==> config.mk <==
export PLATFORM = sky130hd
export DESIGN_NAME = t1_bp_demap
export DESIGN_NICKNAME = d
export VERILOG_FILES = /design/src/rtl/t1bp_pkg.sv /design/src/rtl/t1bp_wr_ctl.sv /design/src/rtl/t1bp_bank_store.sv /design/src/rtl/t1bp_rd_ctl.sv /design/src/rtl/t1_bp_demap.sv
export SDC_FILE = /design/constraint.sdc
export NUM_CORES = 1
export LEC_CHECK = 0
export BUFFER_PORTS_ARGS = -buffer_cell sky130_fd_sc_hd__buf_2
export CORE_UTILIZATION = 35
export DETAILED_ROUTE_END_ITERATION = 12
export SLEW_MARGIN = 10
export SYNTH_ARGS = -nofsm -noshare
export SYNTH_HDL_FRONTEND = slang
export SYNTH_HIERARCHICAL = 1
export SYNTH_SLANG_ARGS = --single-unit
==> constraint.sdc <==
create_clock -name clk -period 5.7 [get_ports clk]
set_input_delay 1.14 -clock clk [delete_from_list [all_inputs] [get_ports clk]]
set_output_delay 1.14 -clock clk [all_outputs]
set_load 0.05 [all_outputs]
==> src/rtl/t1bp_pkg.sv <==
package t1bp_pkg;

   typedef enum logic [1:0] {
      SK_IDLE    = 2'd0,
      SK_PAYLOAD = 2'd1,
      SK_FBIT    = 2'd2
   } slot_kind_e;

   function automatic bit is_pow2(input int v);
      return (v > 0) && ((v & (v - 1)) == 0);
   endfunction

endpackage

==> src/rtl/t1bp_wr_ctl.sv <==
module t1bp_wr_ctl #(
   parameter int N_CH = 24,
   parameter int BW   = 8,
   localparam int TOTAL = N_CH * BW,
   localparam int CNT_W = $clog2(TOTAL + 1),
   localparam int CH_W  = $clog2(N_CH),
   localparam int LG    = $clog2(BW)
) (
   input  logic            clk,
   input  logic            rst_n,
   input  logic            bit_stb,
   input  logic            bit_in,
   input  logic            frm_mark,
   output logic            wr_en,
   output logic            wr_bank,
   output logic [CH_W-1:0] wr_ch,
   output logic [LG-1:0]   wr_bit,
   output logic            wr_data,
   output logic            fb_we,
   output logic            fb_bank,
   output logic            done_bank,
   output logic            done_valid
);

   logic             started_q;
   logic             wbank_q;
   logic [CNT_W-1:0] cnt_q;
   logic             full;

   assign full = (cnt_q == CNT_W'(TOTAL));

   always_comb begin
      wr_en   = bit_stb && !frm_mark && started_q && !full;
      wr_bank = wbank_q;
      wr_ch   = CH_W'(cnt_q >> LG);
      wr_bit  = LG'(BW - 1) - cnt_q[LG-1:0];
      wr_data = bit_in;
      fb_we   = bit_stb && frm_mark;
      fb_bank = (started_q && full) ? ~wbank_q : wbank_q;
   end

   always_ff @(posedge clk) begin
      if (!rst_n) begin
         started_q  <= 1'b0;
         wbank_q    <= 1'b0;
         cnt_q      <= '0;
         done_bank  <= 1'b0;
         done_valid <= 1'b0;
      end else if (bit_stb) begin
         if (frm_mark) begin
            started_q <= 1'b1;
            cnt_q     <= '0;
            if (started_q && full) begin
               done_bank  <= wbank_q;
               done_valid <= 1'b1;
               wbank_q    <= ~wbank_q;
            end
         end else if (wr_en) begin
            cnt_q <= cnt_q + CNT_W'(1);
         end
      end
   end

endmodule

==> src/rtl/t1bp_bank_store.sv <==
module t1bp_bank_store #(
   parameter int N_CH     = 24,
   parameter int BW       = 8,
   parameter bit FBIT_OPT = 1'b1,
   localparam int CH_W = $clog2(N_CH),
   localparam int LG   = $clog2(BW)
) (
   input  logic            clk,
   input  logic            rst_n,
   input  logic            wr_en,
   input  logic            wr_bank,
   input  logic [CH_W-1:0] wr_ch,
   input  logic [LG-1:0]   wr_bit,
   input  logic            wr_data,
   input  logic            fb_we,
   input  logic            fb_bank,
   input  logic            fb_data,
   input  logic            rd_bank,
   input  logic [CH_W-1:0] rd_ch,
   input  logic [LG-1:0]   rd_bit,
   output logic            rd_payload,
   output logic            rd_fbit
);

   logic [BW-1:0] mem_q [2][N_CH];

   always_ff @(posedge clk) begin
      if (!rst_n) begin
         for (int b = 0; b < 2; b++) begin
            for (int c = 0; c < N_CH; c++) begin
               mem_q[b][c] <= '0;
            end
         end
      end else if (wr_en) begin
         mem_q[wr_bank][wr_ch][wr_bit] <= wr_data;
      end
   end

   assign rd_payload = mem_q[rd_bank][rd_ch][rd_bit];

   generate
      if (FBIT_OPT) begin : g_fbit_store
         logic [1:0] fb_q;
         always_ff @(posedge clk) begin
            if (!rst_n) begin
               fb_q <= '0;
            end else if (fb_we) begin
               fb_q[fb_bank] <= fb_data;
            end
         end
         assign rd_fbit = fb_q[rd_bank];
      end else begin : g_no_fbit_store
         assign rd_fbit = 1'b0;
      end
   endgenerate

endmodule

==> src/rtl/t1bp_rd_ctl.sv <==
module t1bp_rd_ctl
   import t1bp_pkg::*;
#(
   parameter int N_CH      = 24,
   parameter int BW        = 8,
   parameter int N_SLOT    = 32,
   parameter int FBIT_SLOT = 31,
   parameter bit FBIT_OPT  = 1'b1,
   localparam int CH_W   = $clog2(N_CH),
   localparam int LG     = $clog2(BW),
   localparam int POS_W  = $clog2(N_SLOT * BW),
   localparam int SLOT_W = POS_W - LG
) (
   input  logic            clk,
   input  logic            rst_n,
   input  logic            bit_stb,
   input  logic            frm_pulse,
   input  logic            fbit_en,
   input  logic            done_bank,
   input  logic            done_valid,
   input  logic            rd_payload,
   input  logic            rd_fbit,
   output logic            rd_bank,
   output logic [CH_W-1:0] rd_ch,
   output logic [LG-1:0]   rd_bit,
   output logic            bp_data,
   output logic            bp_oe
);

   logic [POS_W-1:0]  pos_q;
   logic              aligned_q;
   logic [POS_W-1:0]  nxt_pos;
   logic [SLOT_W-1:0] slot;
   logic              aligned_n;
   logic              is_fb_slot;
   slot_kind_e        kind;
   logic              oe_n;
   logic              dat_n;

   assign nxt_pos   = frm_pulse ? '0 : pos_q + POS_W'(1);
   assign slot      = nxt_pos[POS_W-1:LG];
   assign aligned_n = aligned_q | frm_pulse;

   generate
      if (FBIT_OPT) begin : g_fbit_decode
         assign is_fb_slot = (slot == SLOT_W'(FBIT_SLOT));
      end else begin : g_no_fbit_decode
         assign is_fb_slot = 1'b0;
      end
   endgenerate

   always_comb begin
      if (slot < SLOT_W'(N_CH)) begin
         kind = SK_PAYLOAD;
      end else if (is_fb_slot) begin
         kind = SK_FBIT;
      end else begin
         kind = SK_IDLE;
      end
   end

   assign rd_bank = done_bank;
   assign rd_ch   = (kind == SK_PAYLOAD) ? CH_W'(slot) : '0;
   assign rd_bit  = LG'(BW - 1) - nxt_pos[LG-1:0];

   always_comb begin
      oe_n  = 1'b0;
      dat_n = 1'b0;
      if (aligned_n && done_valid) begin
         unique case (kind)
            SK_PAYLOAD: begin
               oe_n  = 1'b1;
               dat_n = rd_payload;
            end
            SK_FBIT: begin
               if (fbit_en) begin
                  oe_n  = 1'b1;
                  dat_n = (rd_bit == LG'(BW - 1)) ? rd_fbit : 1'b0;
               end
            end
            default: begin
               oe_n  = 1'b0;
               dat_n = 1'b0;
            end
         endcase
      end
   end

   always_ff @(posedge clk) begin
      if (!rst_n) begin
         pos_q     <= '0;
         aligned_q <= 1'b0;
         bp_oe     <= 1'b0;
         bp_data   <= 1'b0;
      end else if (bit_stb) begin
         pos_q     <= nxt_pos;
         aligned_q <= aligned_n;
         bp_oe     <= oe_n;
         bp_data   <= dat_n;
      end
   end

endmodule

==> src/rtl/t1_bp_demap.sv <==
module t1_bp_demap #(
   parameter int N_CH      = 24,
   parameter int BW        = 8,
   parameter int N_SLOT    = 32,
   parameter int FBIT_SLOT = 31,
   parameter bit FBIT_OPT  = 1'b1
) (
   input  logic clk,
   input  logic rst_n,
   input  logic t1_bit_stb,
   input  logic t1_bit,
   input  logic t1_frame_mark,
   input  logic bp_bit_stb,
   input  logic bp_frame_pulse,
   input  logic fbit_slot_en,
   output logic bp_data,
   output logic bp_oe
);

   localparam int CH_W = $clog2(N_CH);
   localparam int LG   = $clog2(BW);

   generate
      if (!t1bp_pkg::is_pow2(BW)) begin : g_err_bw
         $error("t1_bp_demap: BW must be a power of two");
      end
      if (!t1bp_pkg::is_pow2(N_SLOT * BW)) begin : g_err_frame
         $error("t1_bp_demap: N_SLOT*BW must be a power of two");
      end
      if (N_CH < 2 || N_CH >= N_SLOT) begin : g_err_ch
         $error("t1_bp_demap: N_CH must lie in 2..N_SLOT-1");
      end
      if (FBIT_SLOT < N_CH || FBIT_SLOT >= N_SLOT) begin : g_err_fslot
         $error("t1_bp_demap: FBIT_SLOT must lie in N_CH..N_SLOT-1");
      end
   endgenerate

   logic            wr_en;
   logic            wr_bank;
   logic [CH_W-1:0] wr_ch;
   logic [LG-1:0]   wr_bit;
   logic            wr_data;
   logic            fb_we;
   logic            fb_bank;
   logic            done_bank;
   logic            done_valid;
   logic            rd_bank;
   logic [CH_W-1:0] rd_ch;
   logic [LG-1:0]   rd_bit;
   logic            rd_payload;
   logic            rd_fbit;

   t1bp_wr_ctl #(.N_CH(N_CH), .BW(BW)) u_wr (
      .clk        (clk),
      .rst_n      (rst_n),
      .bit_stb    (t1_bit_stb),
      .bit_in     (t1_bit),
      .frm_mark   (t1_frame_mark),
      .wr_en      (wr_en),
      .wr_bank    (wr_bank),
      .wr_ch      (wr_ch),
      .wr_bit     (wr_bit),
      .wr_data    (wr_data),
      .fb_we      (fb_we),
      .fb_bank    (fb_bank),
      .done_bank  (done_bank),
      .done_valid (done_valid)
   );

   t1bp_bank_store #(.N_CH(N_CH), .BW(BW), .FBIT_OPT(FBIT_OPT)) u_store (
      .clk        (clk),
      .rst_n      (rst_n),
      .wr_en      (wr_en),
      .wr_bank    (wr_bank),
      .wr_ch      (wr_ch),
      .wr_bit     (wr_bit),
      .wr_data    (wr_data),
      .fb_we      (fb_we),
      .fb_bank    (fb_bank),
      .fb_data    (t1_bit),
      .rd_bank    (rd_bank),
      .rd_ch      (rd_ch),
      .rd_bit     (rd_bit),
      .rd_payload (rd_payload),
      .rd_fbit    (rd_fbit)
   );

   t1bp_rd_ctl #(
      .N_CH(N_CH), .BW(BW), .N_SLOT(N_SLOT),
      .FBIT_SLOT(FBIT_SLOT), .FBIT_OPT(FBIT_OPT)
   ) u_rd (
      .clk        (clk),
      .rst_n      (rst_n),
      .bit_stb    (bp_bit_stb),
      .frm_pulse  (bp_frame_pulse),
      .fbit_en    (fbit_slot_en),
      .done_bank  (done_bank),
      .done_valid (done_valid),
      .rd_payload (rd_payload),
      .rd_fbit    (rd_fbit),
      .rd_bank    (rd_bank),
      .rd_ch      (rd_ch),
      .rd_bit     (rd_bit),
      .bp_data    (bp_data),
      .bp_oe      (bp_oe)
   );

endmodule

Word level (Yosys, flattened, before mapping)
Memory sizes are Yosys's and may differ from the RTL's. A register that Yosys moved wholly into a read port is not among the register bits.
Cells that the tools add are included.
{ "word_totals": {"register_bits": 25, "ramBits": 384, "input_bits": 8, "output_inout_bits": 2, "elab_cells": 87, "mem_count": 1} }
{ "classes": {"addsub": 4, "order_cmp": 10, "eq_ne": 5, "mux": 37, "n_bitwise": 4, "n_reduce_logical": 16} }
{ "mem_list": {"columns": ["name", "words", "word_bits", "read_ports", "rd_ports_with_merged_regs", "wr", "line", "source"], "rows": [
  ["u_store.mem_q", 2, 192, 1, 1, 2, "t1bp_bank_store.sv:25", "logic [BW-1:0] mem_q [2][N_CH];"]
]} }
{ "ops": {"columns": ["operator", "count"], "rows": [
  ["2-to-1 mux 192 bit", 3],
  ["OR reduction 192 bit", 1],
  ["2-to-1 mux 8 bit", 6],
  ["binary-select mux 8 bit (select 5 bit)", 1],
  ["demux 8 bit (select 5 bit)", 1],
  ["2-to-1 mux 1 bit", 17],
  ["adder 8 x 1 -> 8 bit (second input constant)", 2],
  [">= comparator 6 bit (second input constant)", 2],
  ["NOT 5 -> 6 bit", 2],
  ["logical AND 1 bit", 9],
  ["== test 8 bit (second input constant)", 1],
  ["< comparator 3 x 4 -> 1 bit (second input constant)", 2],
  ["< comparator 6 x 1 -> 1 bit (second input constant)", 1],
  ["subtractor 3 bit (first input constant)", 2],
  ["== test 5 bit (second input constant)", 1],
  ["< comparator 5 bit (second input constant)", 1],
  ["2-to-1 mux 5 bit", 1],
  ["< comparator 1 x 2 -> 1 bit (second input constant)", 2],
  ["2-to-1 mux 2 bit", 2],
  ["one-hot mux 1 bit (2 select lines)", 2],
  ["AND reduction 2 bit", 2],
  ["binary-select mux 1 bit (select 3 bit)", 1],
  ["demux 1 bit (select 3 bit)", 1],
  ["== test 3 bit (second input constant)", 1],
  ["other kinds (11)", 12]
]} }

Depth between registers and ports, before layout
Gate-level depths: netlist (run 1).
{ "logic_depth": {"ltp_word": 15, "mapped_depth": 18, "ltp_nobuf": 14} }

By module
Netlist (run 1), hierarchy kept.
{ "modules_own_cells": {"columns": ["module", "instances", "cells_each", "area_each_um2", "seq_area_each_um2"], "rows": [
  ["t1bp_bank_store", 1, 1607, 19067.0, 11571.1],
  ["t1bp_rd_ctl", 1, 95, 739.5, 220.2],
  ["t1bp_wr_ctl", 1, 84, 730.7, 240.2]
]} }

Worst setup path before layout (run 1)
Ideal clock, no wire load.
{ "synth_path": {"path_type": "input -> register", "startpoint": "input t1_frame_mark", "endpoint": "memory u_store/mem_q[0][11] (netlist name), data pin", "setup_ps": 185, "arrival_time_ps": 5594, "t_required_ps": 5515, "slack_ps": -79, "cell_stages": 9, "path_buffers": 1, "cell_sequence": "nand3b_1 -> a21o_1 -> inv_2 -> nand2_1 -> a21oi_1 -> buf_2 -> and2_1 -> nand3_1 -> nor3_1"} }
{ "synth_lines": {"columns": ["element", "line", "source"], "rows": [
  ["start: declaration", "t1_bp_demap.sv:12", "input logic t1_frame_mark,"],
  ["end: declaration", "t1bp_bank_store.sv:25", null]
]} }

Worst setup path after layout (run 1)
{ "layout_path": {"startpoint": "register u_rd.pos_q[0]", "endpoint": "register u_rd.bp_data"} }
{ "layout_via": {"elab_chain_cells": 15, "elab_cells_between_ends": 21, "classes_between": "add/sub (2); order compare (1); eq/ne (4); mux (13); bitwise (1)"} }
{ "layout_lines": {"columns": ["element", "line", "source"], "rows": [
  ["start: declaration", "t1bp_rd_ctl.sv:30", "logic [POS_W-1:0] pos_q;"],
  ["start signal: assignment", "t1bp_rd_ctl.sv:96", "pos_q <= nxt_pos;"],
  ["adder 8 x 1 -> 8 bit (*)", "t1bp_rd_ctl.sv:40", "assign nxt_pos = frm_pulse ? '0 : pos_q + POS_W'(1);"],
  ["2-to-1 mux 8 bit (*)", "t1bp_rd_ctl.sv:40", null],
  ["parallel branches: the longest is 4 deep, another holds < comparator 5 bit", null, null],
  ["2-to-1 mux 5 bit (*)", "t1bp_rd_ctl.sv:63", "assign rd_ch = (kind == SK_PAYLOAD) ? CH_W'(slot) : '0;"],
  ["named net rd_ch[2]", "t1_bp_demap.sv:48", "logic [CH_W-1:0] rd_ch;"],
  ["NOT 5 -> 6 bit (not written as such) (*)", "t1bp_bank_store.sv:39", "assign rd_payload = mem_q[rd_bank][rd_ch][rd_bit];"],
  ["binary-select mux 8 bit (select 5 bit) (*)", "t1bp_bank_store.sv:39", null],
  ["2-to-1 mux 8 bit (not written as such) (*) (2 in a row)", "t1bp_bank_store.sv:39", null],
  ["binary-select mux 1 bit (select 3 bit) (*)", "t1bp_bank_store.sv:39", null],
  ["2-to-1 mux 1 bit (not written as such) (*)", "t1bp_bank_store.sv:39", null],
  ["named net rd_payload", "t1_bp_demap.sv:50", "logic rd_payload;"],
  ["one-hot mux 1 bit (2 select lines) (*)", "t1bp_rd_ctl.sv:70", "unique case (kind)"],
  ["2-to-1 mux 1 bit (*)", "t1bp_rd_ctl.sv:69", "if (aligned_n && done_valid) begin"],
  ["end signal: assignment", "t1bp_rd_ctl.sv:99", "bp_data <= dat_n;"],
  ["end: declaration", "t1bp_rd_ctl.sv:26", "output logic bp_data,"]
]} }
Mark *: on every way through the listed nets, which the timed path passes. The select of a mux whose other input is x is not followed.
A chain may end at the register's enable or synchronous reset.

==> results of run 1 <==
-- kinds of logic after synthesis --
family | count (synthesis) | synth area share [%]
multiplexers | 135 | 10.2
adder cells (fa/ha/maj) | 3 | 0.183
AO/OA/AOI/OAI | 533 | 14.7
buffers and inverters | 205 | 4.78
flip-flops | 409 | 58.6
AND/OR/NAND/NOR | 495 | 11.2
XOR/XNOR | 6 | 0.256
-- power by group through the flow --
stage | combinational, mW | clock, mW | sequential (mW)
finish | 0.245 | 2.77 | 3.43
global route | 0.267 | 2.92 | 3.44
CTS | 0.242 | 2.82 | 3.43
detailed placement | 0.241 | 0 | 3.49
global placement | 0.235 | 0 | 3.49
floorplan | 0.174 | 0 | 3.48
-- state kept, by name, indices dropped and copies added (netlist names), 2 cells and up --
name and flops:
u_store/g_fbit_store.fb_q 2, u_store/mem_q 384, u_rd/pos_q 8, u_wr/cnt_q 8
-- per-layer routing --
layer,up-vias,part of all wire (%)
li1,6507,-
met1,7521,39
met2,879,46
met3,172,11
met4,0,4.5
met5,-,0
-- synthesized netlist by cell type (all sizes together) (6+ instances only) --
| master | instances | share of area [%] |
|---|---|---|
| nand3 | 25 | 0.61 |
| nor2 | 220 | 4.0 |
| clkbuf | 145 | 2.7 |
| mux4 | 55 | 6.2 |
| nor3 | 28 | 0.74 |
| or2 | 23 | 0.70 |
| nand4 | 8 | 0.24 |
| mux2i | 67 | 3.3 |
| buf | 44 | 1.8 |
| a221oi | 21 | 0.93 |
| nand2 | 99 | 1.8 |
| a211oi | 6 | 0.24 |
| a22oi | 17 | 0.62 |
| o21ai | 402 | 9.8 |
| a21oi | 18 | 0.46 |
| nor2b | 18 | 0.55 |
| nand2b | 23 | 0.74 |
| o22ai | 9 | 0.27 |
| and2 | 10 | 0.30 |
| o31ai | 8 | 0.29 |
| inv | 16 | 0.29 |
| a31oi | 10 | 0.30 |
| dfxtp | 25 | 2.4 |
| edfxtp | 384 | 56 |
| or3 | 7 | 0.21 |
| mux2 | 13 | 0.71 |
-- through the flow --
step           hold slack [ps]  setup WS [ps]
6_report                   464           1000
3_3_place_gp               454            871
2_1_floorplan              435           1310
4_1_cts                    468           1200
3_5_place_dp               458            811
5_1_grt                    481            807
-- worst min-delay path by stage --
stage,from,endpoint,cells after the start
CTS,u_store/g_fbit_store.fb_q[1],u_store/g_fbit_store.fb_q[1],2
finish,u_store/g_fbit_store.fb_q[1],u_store/g_fbit_store.fb_q[1],2
detailed placement,u_store/g_fbit_store.fb_q[1],u_store/g_fbit_store.fb_q[1],2
global placement,u_rd/bp_oe,u_rd/bp_oe,2
floorplan,u_wr/done_bank,u_wr/done_bank,2
global route,u_store/g_fbit_store.fb_q[1],u_store/g_fbit_store.fb_q[1],2
-- critical path, cell delays in order (launching register included) --
cell,delay (ps)
dfxtp_1,370
ha_1,320
a21o_1,180
a21o_1,160
a31oi_1,470
nor3_2,170
buf_4,280
nor2_1,370
a22oi_1,170
a311oi_1,340
nor4_1,120
o311ai_0,740
o41a_1,360
or3b_2,470
o211ai_2,80
-- cell type report --
type                       count  area [um^2]
multi-input combinational   1172         7540
inverter                      16         60.1
clock buffer                  56         1170
sequential                   409        12000
tap                          765          957
fill                        5614        35500
clock inverter                22          178
timing repair buffer          45          350
-- layout by cell type, fill, tap and decap left out, types with 4 or more instances in the layout --
cell type  count
a211oi_1       5
a21oi_1       17
a221oi_1      20
a22oi_1       17
a31oi_1       10
and2_1         8
and3_1         5
buf_2          8
buf_4         34
clkbuf_1      11
clkbuf_16     45
clkinv_1      14
dfxtp_1       23
edfxtp_1     384
inv_1         14
mux2_2        13
mux2i_1       67
mux4_1        11
mux4_2        44
nand2_1       98
nand2b_1      22
nand3_1       25
nand4_1        8
nor2_1       219
nor2b_1       18
nor3_1        25
nor3b_1        5
nor4_1         4
o211ai_1       4
o21ai_0      398
o21ai_1        4
o221ai_1       5
o22ai_1        9
o31ai_1        8
o32ai_1        4
or2_2         22
or3_1          7
or4_1          5
xor2_1         4
==> flow_summary.ini, run 1 <==
[status]
status = finished clean

[final_layout]
syn_to_final_growth_pct = 8.55
final_nets = 1700
utilization_pct = 38.6
final_layout_size_suffix_gt1_share_pct = 11.5
antenna_cells = 0
layout.cells.non_filler = 2485
stdcell_area_um2 = 22300

[floorplanning]
die_height_um = 244
pin_count = 10
dieArea_um2 = 59700
fp-row-count = 88
core_area_um2 = 57800
die_x_um = 244
initial_core_util_pct = 35.5

[route]
vias_per_cell = 6.07
drtAntennaViolNets = 0
dr.first_iter.drc_count = 1959
via_count = 15079
wl_um = 64100
routedWlPerCell_um = 25.8
drtPass1Iterations = 5
drc = 0

[job]
maxCapViolCount = 0

[sta]
layout_min_cycle_time_ps = 4700
slew_violations = 0
tightest_slew_ps = 1290
setup_violations = 0
hold_viol = 0
fmax_mhz = 213
finalClockSkew_ps = 11.3
relSlewSlack_pct = 13.9
rsz0062_at_grt = no
fin_crit_sh_pct = 82.4
setup_tns_ps = 0

[power_and_ir_drop]
leakage_nw = 6.60
pwr-share-comb_pct = 3.8
power.density_nw_per_um2 = 289
p_seq_share_pct = 53.2
clkPwrFrac_pct = 43.0
p_int_mw = 5.06
p_sw_mw = 1.39
ir_worst_vdd_mv = 0.201
p_sw_share_pct = 21.5
power.total_mw = 6.44

[global_route]
grt_pass1_vias = 14642
busiest_layer = met2
grt_usage_pct = 21.2
use_met3_pct = 4.73
grt_max_degree = 314
overflow = 0
gr-usage-met2_pct = 33.4
antenna_found_initial = 2
gr-usage-met1_pct = 27.9
grt_pass1_wl_um = 94400

[setup_path]
r2r_start = u_rd/pos_q[0]
setup.worst_path.end = u_rd/bp_data
reg2regPathDepth = 14
crit_path_max_fanout = 26
arrival_ps = 5210
startpoint_type = flip-flop
r2r_slack_ps = 1000
required_ps = 6210
cp-end-kind = flip-flop
path_class = reg2reg
r2r-end = u_rd/bp_data
cp-startpoint = u_rd/pos_q[0]

[synthesis]
syn_avg_cell_area_um2 = 11.5
synth_cells = 1786
yosysSeqAreaShare_pct = 58.6
synth_edf_count = 384
syn-num-nets = 1797
syn-cell-area_um2 = 20500
async_reset_ff_share_pct = 0
yosysWarnings = 6
ys_types = 79
ys.flop_type = edfxtp_1
synth-seq-cells = 409

[clock_tree]
cts_max_path_buffers = 3
insertion_delay_ps = 580
clock_sink_count = 409
cts_setup_buffers = 0
h-tree-depth = 2
cts_hold_buf = 0
root_buffer = clkbuf_16
cts.repair.resized = 0
path_clk_slew_ps = 60
cts_inserted_buffers = 45
cts_tree = built

[placement]
placedCellCount = 2407
dpl.hpwl_um = 38900
dpl_cell_area_um2 = 20900
routabilityCongestion = 0.890
io_buffers = 9

[hold_path]
hp-class = reg2reg
Power figures use the tool's default switching activity.
==> inputs of run 2 (changes only) <==
- ABC_AREA: not set -> 1
- clock period: 5.7 -> 4.1 ns (I/O delays scaled with it)
==> flow_summary.ini, run 2 <==
[status]
status = finished clean

[clock_tree]
cts_setup_buffers = 0
h-tree-depth = 2
cts.repair.resized = 0
cts_hold_buf = 0
cts_tree = built
root_buffer = clkbuf_16
clock_sink_count = 409
cts_max_path_buffers = 3
path_clk_slew_ps = 60
insertion_delay_ps = 590
cts_inserted_buffers = 47

[final_layout]
final_layout_size_suffix_gt1_share_pct = 7.67
antenna_cells = 0
final_nets = 2959
regMostFlops = u_store/mem_q
top_regs = u_store/mem_q: 384 flops, u_rd/pos_q: 8 flops, u_wr/cnt_q: 8 flops
layout_commonest_cell = nand2_1
layout.cells.non_filler = 3848
syn_to_final_growth_pct = 11.2
largest_reg_flops = 384
fillCellCount = 6704
final_cell_mix = nand2_1 (747), nor2_1 (519), edfxtp_1 (384)

[synthesis]
synth.area.top_cells = edfxtp_1 (49%), nand2_1 (12%), nor2_1 (8.4%)
async_reset_ff_share_pct = 0
synth-seq-cells = 409
syn_avg_cell_area_um2 = 7.66
synth.area.mux_share_pct = 0
yosys.area_share.simple_pct = 32.1
synth_cells = 3051
synth_edf_count = 384
synth_fa_ha_area_share_pct = 0.161
ys_top_cells_by_count = nand2_1 (757), nor2_1 (526), edfxtp_1 (384)
syn-cell-area_um2 = 23400
syn-num-nets = 3062
yosysWarnings = 6
yosysSeqAreaShare_pct = 51.5
synth_top_family_by_area = simple AND/OR/NAND/NOR gates
yosysTopAreaCell = edfxtp_1
synthXorXnorAreaFrac_pct = 0.0375
yosys.area.top_type_share_pct = 49.3
synth_most_common_cell = nand2_1
synth-compound-area-share_pct = 7.66
ys_types = 38
ys.flop_type = edfxtp_1

[setup_path]
crit_path_max_fanout = 20
reg2regPathDepth = 20
path_class = reg2reg
startpoint_type = flip-flop
r2r_slack_ps = 260
cp-end-kind = flip-flop
r2r-end = u_store/mem_q[1][10]
r2r_start = u_wr/cnt_q[0]
required_ps = 4410
arrival_ps = 4140

[global_route]
gr-usage-met2_pct = 34.1
overflow = 0
grt_usage_pct = 21.4
use_met3_pct = 4.30
grt_max_degree = 163
grt_pass1_wl_um = 112000
gr-usage-met1_pct = 28.4
grt_pass1_vias = 19249
busiest_layer = met2
antenna_found_initial = 0

[power_and_ir_drop]
leakage_nw = 10.4
power.density_nw_per_um2 = 366
power.total_mw = 9.51
ir_worst_vdd_mv = 0.301

[sta]
fmax_mhz = 261
tightest_slew_ps = 1100
fin_crit_sh_pct = 93.6
relSlewSlack_pct = 26.5
setup_violations = 0
layout_min_cycle_time_ps = 3840
rsz0062_at_grt = no
slew_violations = 0
hold_viol = 0
finalClockSkew_ps = 10.6

[route]
vias_per_cell = 5.35
wl_um = 72900
routedWlPerCell_um = 18.9
dr.first_iter.drc_count = 2252
drtPass1Iterations = 6
drtAntennaViolNets = 0
drc = 0
via_count = 20596

[floorplanning]
die_height_um = 260
fp-row-count = 94
core_area_um2 = 65900
pin_count = 10
dieArea_um2 = 67800
die_x_um = 260
initial_core_util_pct = 35.5

[placement]
placedCellCount = 3763
routabilityCongestion = 0.919
dpl.hpwl_um = 42100
io_buffers = 9

[hold_path]
hold_path.startpoint = u_rd/bp_oe
min_path_cells = 2
min_to = u_rd/bp_oe
hp-class = reg2reg

[job]
maxCapViolCount = 0
-- run 2: cell types whose count changed after synthesis, moves of 21 or more --
| cell | delta |
|---|---|
| nand2_1 | +659 |
| nor2_1 | +306 |
| nand3_1 | +305 |
| inv_1 | +216 |
| o21ai_0 | -137 |
| nor3_1 | +101 |
| mux2i_1 | -67 |
| mux4_2 | -44 |
| buf_2 | +33 |
| o21ai_1 | +31 |
| buf_1 | +24 |
| nand2b_1 | -22 |
| or2_2 | -22 |
| a21oi_1 | +21 |
-- run 2: stage by stage --
step / instance area [um^2] / setup TNS, ps / hold slack [ps] / util, % / setup WS, ps
floorplan: 23500 / -40970 / 430 / - / -223
CTS: 26000 / 0 / 463 / 39.5 / 306
finish: 26000 / 0 / 460 / 39.5 / 264
detailed placement: 24600 / -12.5 / 454 / 37.3 / -7.41
global placement: 24600 / 0 / 450 / 37.3 / 10.2
global route: 26000 / 0 / 488 / 39.5 / 15.5
-- run 2: worst max-delay path by stage --
stage / slack, ps / cells after the start / endpoint / from
floorplan: -220 / 21 / u_store/mem_q[1][0] / t1_frame_mark
global placement: 10 / 20 / u_store/mem_q[1][59] / t1_frame_mark
detailed placement: -7 / 20 / u_store/mem_q[1][59] / t1_frame_mark
CTS: 310 / 20 / u_store/mem_q[0][151] / u_wr/cnt_q[0]
global route: 20 / 20 / u_store/mem_q[0][15] / u_wr/cnt_q[0]
finish: 260 / 20 / u_store/mem_q[1][10] / u_wr/cnt_q[0]
-- run 2: cell families (layout without fill, tap and decap cells) --
group / after synthesis / in the layout
simple gates: 1794 / 1794
buf+inv: 494 / 427
xor+xnor: 1 / 1
compound gates: 350 / 350
flops: 409 / 409
fa+ha+maj: 3 / 3
-- run 2: worst max-delay path, stage by stage (launching register included) --
cell and delay [ps]:
dfxtp_1 350, inv_2 190, ha_4 160, nand2_1 80
nor2_4 150, nand2_4 90, nand2_8 110, inv_6 40
nand2_8 100, nor2_4 50, nand2_2 220, inv_1 130
nand2_1 200, nand2_1 100, nor3_1 160, nand3_1 160
nor2_2 230, nand2_4 170, nand2_4 130, clkinvlp_4 350
buf_4 360
-- run 2: routing by layer --
layer	part of all wire, %	wire length, um
met1	41	30100
met2	46	33800
met3	8.8	6440
met4	3.5	2530
met5	0	0
-- run 2: cell type report --
class                      instances  area [um^2]  area share, %
clock buffer                      65         1290           4.95
timing repair buffer              89          977           3.76
inverter                         253          990           3.81
clock inverter                    20          123          0.472
tap                              864         1080           4.16
sequential                       409        12000           46.3
multi-input combinational       2148         9500           36.6
-- run 2: where the power goes --
part           internal (mW)  leakage (nW)  switching (mW)
clock network           2.25         0.684            1.73
registers               4.74          4.17          0.0532
logic                  0.209          5.50           0.534
total                   7.20          10.4            2.31
